==> src/rtl/dacw_pkg.sv <==
package dacw_pkg;

    typedef enum logic [1:0] {
        ST_IDLE  = 2'd0,
        ST_SHIFT = 2'd1,
        ST_GAP   = 2'd2
    } dacw_state_e;

    localparam int PAD_BYTE_W = 8;
    localparam int DATA_FIELD_W = 16;

    localparam logic [3:0] CMD_WRITE_UPDATE = 4'b0011;
    localparam logic [3:0] ADDR_ALL_CHANNELS = 4'b1111;

endpackage

==> src/rtl/dacw_tick_gen.sv <==
module dacw_tick_gen #(
    parameter int HALF_CYC = 4
) (
    input  logic clk,
    input  logic rst_n,
    input  logic run_i,
    output logic tick_o
);
    localparam int CNT_W = (HALF_CYC < 2) ? 1 : $clog2(HALF_CYC);
    localparam logic [CNT_W-1:0] LAST = CNT_W'(HALF_CYC - 1);

    logic [CNT_W-1:0] cnt_d, cnt_q;

    always_comb begin
        cnt_d = '0;
        if (run_i && (cnt_q != LAST)) begin
            cnt_d = cnt_q + CNT_W'(1);
        end
    end

    always_ff @(posedge clk or negedge rst_n) begin
        if (!rst_n) begin
            cnt_q <= '0;
        end else begin
            cnt_q <= cnt_d;
        end
    end

    assign tick_o = run_i && (cnt_q == LAST);

endmodule

==> src/rtl/dacw_frame_pack.sv <==
module dacw_frame_pack
    import dacw_pkg::*;
#(
    parameter int CODE_W = 12,
    parameter int CMD_W  = 4,
    parameter int ADDR_W = 4
) (
    input  logic [CMD_W-1:0]  cmd_i,
    input  logic [ADDR_W-1:0] addr_i,
    input  logic [CODE_W-1:0] code_i,
    input  logic              short_i,
    output logic [CMD_W+ADDR_W+DATA_FIELD_W+PAD_BYTE_W-1:0] frame_o,
    output logic [$clog2(CMD_W+ADDR_W+DATA_FIELD_W+PAD_BYTE_W+1)-1:0] nbits_o
);
    localparam int PAD_W  = DATA_FIELD_W - CODE_W;
    localparam int WORD_W = CMD_W + ADDR_W + DATA_FIELD_W;
    localparam int LONG_W = WORD_W + PAD_BYTE_W;
    localparam int NB_W   = $clog2(LONG_W + 1);

    logic [DATA_FIELD_W-1:0] field;
    logic [WORD_W-1:0]       word;

    generate
        if (PAD_W > 0) begin : g_pad
            assign field = {code_i, {PAD_W{1'b0}}};
        end else begin : g_nopad
            assign field = code_i[CODE_W-1 -: DATA_FIELD_W];
        end
    endgenerate

    assign word = {cmd_i, addr_i, field};

    always_comb begin
        if (short_i) begin
            frame_o = {word, {PAD_BYTE_W{1'b0}}};
            nbits_o = NB_W'(WORD_W);
        end else begin
            frame_o = {{PAD_BYTE_W{1'b0}}, word};
            nbits_o = NB_W'(LONG_W);
        end
    end

endmodule

==> src/rtl/dacw_shift_core.sv <==
module dacw_shift_core
    import dacw_pkg::*;
#(
    parameter int FRAME_W = 32,
    parameter int NB_W    = 6
) (
    input  logic               clk,
    input  logic               rst_n,
    input  logic               tick_i,
    input  logic               load_i,
    input  logic [FRAME_W-1:0] frame_i,
    input  logic [NB_W-1:0]    nbits_i,
    output logic               run_o,
    output logic               sclk_o,
    output logic               mosi_o,
    output logic               cs_n_o,
    output logic               busy_o
);
    typedef struct packed {
        dacw_state_e        state;
        logic [FRAME_W-1:0] sr;
        logic [NB_W-1:0]    left;
        logic               sclk;
        logic               mosi;
        logic               cs_n;
        logic               busy;
        logic               gap;
    } core_t;

    localparam core_t CORE_RST = '{
        state: ST_IDLE, sr: '0, left: '0, sclk: 1'b0,
        mosi: 1'b0, cs_n: 1'b1, busy: 1'b0, gap: 1'b0
    };

    core_t r_d, r_q;

    always_comb begin
        r_d = r_q;
        case (r_q.state)
            ST_IDLE: begin
                if (load_i) begin
                    r_d.state = ST_SHIFT;
                    r_d.mosi  = frame_i[FRAME_W-1];
                    r_d.sr    = frame_i << 1;
                    r_d.left  = nbits_i;
                    r_d.cs_n  = 1'b0;
                    r_d.sclk  = 1'b0;
                    r_d.busy  = 1'b1;
                end
            end
            ST_SHIFT: begin
                if (tick_i) begin
                    if (!r_q.sclk) begin
                        r_d.sclk = 1'b1;
                    end else begin
                        r_d.sclk = 1'b0;
                        r_d.left = r_q.left - NB_W'(1);
                        if (r_q.left == NB_W'(1)) begin
                            r_d.cs_n  = 1'b1;
                            r_d.mosi  = 1'b0;
                            r_d.gap   = 1'b0;
                            r_d.state = ST_GAP;
                        end else begin
                            r_d.mosi = r_q.sr[FRAME_W-1];
                            r_d.sr   = r_q.sr << 1;
                        end
                    end
                end
            end
            ST_GAP: begin
                if (tick_i) begin
                    if (r_q.gap) begin
                        r_d.state = ST_IDLE;
                        r_d.busy  = 1'b0;
                    end else begin
                        r_d.gap = 1'b1;
                    end
                end
            end
            default: begin
                r_d = CORE_RST;
            end
        endcase
    end

    always_ff @(posedge clk or negedge rst_n) begin
        if (!rst_n) begin
            r_q <= CORE_RST;
        end else begin
            r_q <= r_d;
        end
    end

    assign run_o  = (r_q.state != ST_IDLE);
    assign sclk_o = r_q.sclk;
    assign mosi_o = r_q.mosi;
    assign cs_n_o = r_q.cs_n;
    assign busy_o = r_q.busy;

endmodule

==> src/rtl/dac_cmd_serializer.sv <==
module dac_cmd_serializer
    import dacw_pkg::*;
#(
    parameter int HALF_CYC = 4,
    parameter int CODE_W   = 12,
    parameter int CMD_W    = 4,
    parameter int ADDR_W   = 4
) (
    input  logic              clk,
    input  logic              rst_n,
    input  logic              load_i,
    input  logic              short_frame_i,
    input  logic [CMD_W-1:0]  cmd_i,
    input  logic [ADDR_W-1:0] addr_i,
    input  logic [CODE_W-1:0] code_i,
    input  logic              clear_i,
    output logic              busy_o,
    output logic              sclk_o,
    output logic              mosi_o,
    output logic              cs_n_o,
    output logic              clr_n_o
);
    localparam int WORD_W = CMD_W + ADDR_W + DATA_FIELD_W;
    localparam int LONG_W = WORD_W + PAD_BYTE_W;
    localparam int NB_W   = $clog2(LONG_W + 1);

    logic [LONG_W-1:0] frame;
    logic [NB_W-1:0]   nbits;
    logic              tick;
    logic              run;
    logic              clr_n_d, clr_n_q;

    dacw_frame_pack #(
        .CODE_W (CODE_W),
        .CMD_W  (CMD_W),
        .ADDR_W (ADDR_W)
    ) u_pack (
        .cmd_i   (cmd_i),
        .addr_i  (addr_i),
        .code_i  (code_i),
        .short_i (short_frame_i),
        .frame_o (frame),
        .nbits_o (nbits)
    );

    dacw_tick_gen #(
        .HALF_CYC (HALF_CYC)
    ) u_tick (
        .clk    (clk),
        .rst_n  (rst_n),
        .run_i  (run),
        .tick_o (tick)
    );

    dacw_shift_core #(
        .FRAME_W (LONG_W),
        .NB_W    (NB_W)
    ) u_core (
        .clk     (clk),
        .rst_n   (rst_n),
        .tick_i  (tick),
        .load_i  (load_i),
        .frame_i (frame),
        .nbits_i (nbits),
        .run_o   (run),
        .sclk_o  (sclk_o),
        .mosi_o  (mosi_o),
        .cs_n_o  (cs_n_o),
        .busy_o  (busy_o)
    );

    always_comb begin
        clr_n_d = !clear_i;
    end

    always_ff @(posedge clk or negedge rst_n) begin
        if (!rst_n) begin
            clr_n_q <= 1'b0;
        end else begin
            clr_n_q <= clr_n_d;
        end
    end

    assign clr_n_o = clr_n_q;

endmodule

==> config.mk <==
export PLATFORM = sky130hd
export DESIGN_NAME = dac_cmd_serializer
export DESIGN_NICKNAME = d
export VERILOG_FILES = /design/src/rtl/dacw_pkg.sv /design/src/rtl/dacw_tick_gen.sv /design/src/rtl/dacw_frame_pack.sv /design/src/rtl/dacw_shift_core.sv /design/src/rtl/dac_cmd_serializer.sv
export SDC_FILE = /design/constraint.sdc
export NUM_CORES = 1
export LEC_CHECK = 0
export ABC_AREA = 1
export BUFFER_PORTS_ARGS = -buffer_cell sky130_fd_sc_hd__buf_2
export CAP_MARGIN = 15
export CORE_ASPECT_RATIO = 1.1
export CORE_MARGIN = 10
export CORE_UTILIZATION = 50
export CTS_BUF_LIST = sky130_fd_sc_hd__clkbuf_8
export CTS_CLUSTER_SIZE = 14
export DETAILED_ROUTE_END_ITERATION = 8
export MAX_ROUTING_LAYER = met4
export PLACE_DENSITY = 0.7
export SLEW_MARGIN = 20
export SYNTH_ARGS = -nofsm -noshare
export SYNTH_HDL_FRONTEND = slang
export SYNTH_SLANG_ARGS = --single-unit
==> constraint.sdc <==
create_clock -name clk -period 1.8 [get_ports clk]
set_clock_uncertainty 0.2 [all_clocks]
set_input_delay 0.45 -clock clk [delete_from_list [all_inputs] [get_ports clk]]
set_output_delay 0.45 -clock clk [all_outputs]
set_load 0.05 [all_outputs]
==> run metrics <==
layout cells sized above 1 16.4%; compound-gate portion of the synthesized area 11.5%; f_max 0.577 GHz; fillcell total 484; PwrDens 1410 mW/mm^2; via/cell ratio 5.33; per-cell routed wire length 14.0 um; boundary pin count 30; Clock power frac 14.2%; CTS Buf Count 5; CP required 1.15 ns; launching point of the worst reg2reg path u_core.r_q[6]; worst path arrival time 1.08 ns; Layout area overhead 15.7%; Slew @ Worst Pin 0.266 ns; Fin. Hold Viols 0; cell internal pwr 0.00233 W; Top delay family on crit path flip-flops; Worst setup SP type flop; DIE AREA 0.00828 sq mm; Final Cycle Share 96.2%; Gate Count Post-Synth 359; largest family of logic cells by synthesized area simple AND/OR/NAND/NOR gates; Die Height 94.5 um; Max-slew headroom 82.1%; remaining global-route overflow 0; number of clock sinks 43; hold endpoint clr_n_o; max-slew violations 0; Hold Path Depth 2; Post-Synth Adder-Cell Area 1.49%; CP endpoint kind primary output; switching power 0.00178 W; Routed Antenna Nets 0; Synth Area in Simple Gates 37.4%; Die X-Extent 87.7 um; slowest CP cell dfstp_2; CP peak stage delay 0.53 ns; worst-case clock buffer depth 2; CP Class flop to primary output; commonest non-fill, non-tap cell in the layout nand2_1; Gate power share 47.9%; H-Tree Depth 2; Cell Area, Placed 0.00281 sq mm; Mean Syn Cell Area 7.02 sq um; total track usage 16.5%; Finished Layout Cells 449; Initial Utilization 51.1%; Clock Pin Slew Worst Setup and Hold Paths 0.07 ns; 1st-iter DRT viols 137; PortBufs 29; DR vias 2391; Worst-Skew Late Latency 0.29 ns; Setup violations, final 0; Flop pwr share 37.9%; largest net degree at the start of global routing 44; Placed Cells 440; Synth Area in XOR/XNOR 0%; fin area 0.00292 sq mm; FF+latch count, synth 43; setup_tns 0 ns; outcome finished, final reports clean; Crit path buffers/inverters 1; worst hold path class input port to flop; r2r setup slk 0.11 ns; Syn Nets 387; reg2reg path depth 8; HP Start clear_i; sw frac 43.2%; root buf cell clkbuf_8; post-synthesis mux area share 0%; post-synthesis cell area 0.00252 sq mm; crit path cell chain buf_2; gpl congestion 0.882; commonest non-fill, non-tap cells in the layout nand2_1 (182), dfrtp_1 (41), nand3_1 (29), buf_2 (29), o211ai_1 (27); num rows 27; DRT Pass-1 Iters 4; overall routed net length 6280 um; Ant. Diodes 0; Worst Setup SP u_core.cs_n_o; Final #Nets 418; Max-Cap Viols 0; critical path peak fanout 2; DRC Markers 0; first-pass GRT wire length 11000 um; Cell variety after synth 23; peak supply drop 0.465 mV; detailed placer's ending HPWL 4290 um; Final min period 1.73 ns; Core Box Area 0.00493 sq mm; Synth warnings 0; number of global-route vias before repair 2388; Seq/Total Area, Yosys 42.8%; initial antenna violation count 0; FF-to-FF End u_core.r_q[0]; leakage power 1.65 nW; CTS tree yes
[final cells by class]
class                      count  area (sq um)  share of cell area (%)
tap                           58          72.6                    2.49
clock inverter                 3          12.5                   0.429
inverter                      16          60.1                    2.06
multi-input combinational    278          1290                    44.1
clock buffer                   5          68.8                    2.36
sequential                    43          1080                    37.0
timing repair buffer          46           338                    11.6
[synth_stat cells, drive strengths merged]
master,number,area share (%)
dfstp,1,1.0
a21oi,4,0.79
inv,16,2.4
dfrtp,42,42
ha,3,1.5
nand4,1,0.25
or2,1,0.25
buf,11,2.9
nor3b,1,0.30
o21ai,11,2.6
nor3,1,0.20
nand3,31,6.2
nand2,183,27
o211ai,27,8.0
nor2,14,2.7
nand3b,1,0.30
clkbuf,11,1.6
[what timing repair did]
action                     in CTS  in global routing
hold buffers                    1                  0
buffers inserted                0                  0
hold endpoints to repair       42                  0
resized for setup               0                  5
setup endpoints to repair       0                 29
[worst max-delay path by stage]
stage | end | slack [ns] | cells after the start
after floorplan | u_core.r_q[22] | 0.06 | 8
after global placement | u_core.r_q[0] | 0.09 | 8
after detailed placement | u_core.r_q[0] | 0.07 | 8
after CTS | u_core.r_q[0] | 0.05 | 7
after global routing | u_core.r_q[0] | -0.003 | 8
final | cs_n_o | 0.07 | 1
[power groups by stage]
stage               combinational (W)  clock [W]  sequential, W
CTS                           0.00197   0.000596        0.00155
global route                  0.00225   0.000631        0.00160
global placement              0.00191          0        0.00156
finish                        0.00197   0.000583        0.00156
detailed placement            0.00196          0        0.00156
floorplan                     0.00132          0        0.00166
[flip-flops by register name, summed over array words and instances (netlist names)]
| signal | flops |
|---|---|
| clr_n_o | 1 |
| u_core.busy_o | 1 |
| u_core.sclk_o | 1 |
| u_core.mosi_o | 1 |
| u_core.r_q | 36 |
| u_core.cs_n_o | 1 |
| u_tick.cnt_q | 2 |
[kinds of logic (layout without fill, tap and decap cells)]
group           Yosys count  in the layout
simple gates            233            233
flops                    43             43
compound gates           42             42
buf+inv                  38             70
fa+ha+maj                 3              3
[metrics by stage]
stage	util, %	worst slack, ns	power (W)	hold slack [ns]
after floorplan	-	0.0640	0.00298	-0.0456
after global placement	57.0	0.0925	0.00348	0.224
after detailed placement	57.0	0.0723	0.00352	0.235
after CTS	58.8	0.0452	0.00411	0.0850
after global routing	59.1	-0.00340	0.00448	0.0907
final	59.1	0.0678	0.00411	0.0888
[metal layers]
metal  global-route usage (%)  wire (um)  part of all wire (%)  vias to the layer above
met3                     3.45        270                   4.3                       10
met1                     21.2       3040                    48                     1126
li1                         -          -                     -                     1211
met2                     24.8       2880                    46                       44
met4                     6.12        102                   1.6                        0
met5                        -          0                     0                        -
No activity file was read; power rests on OpenSTA's default activity.
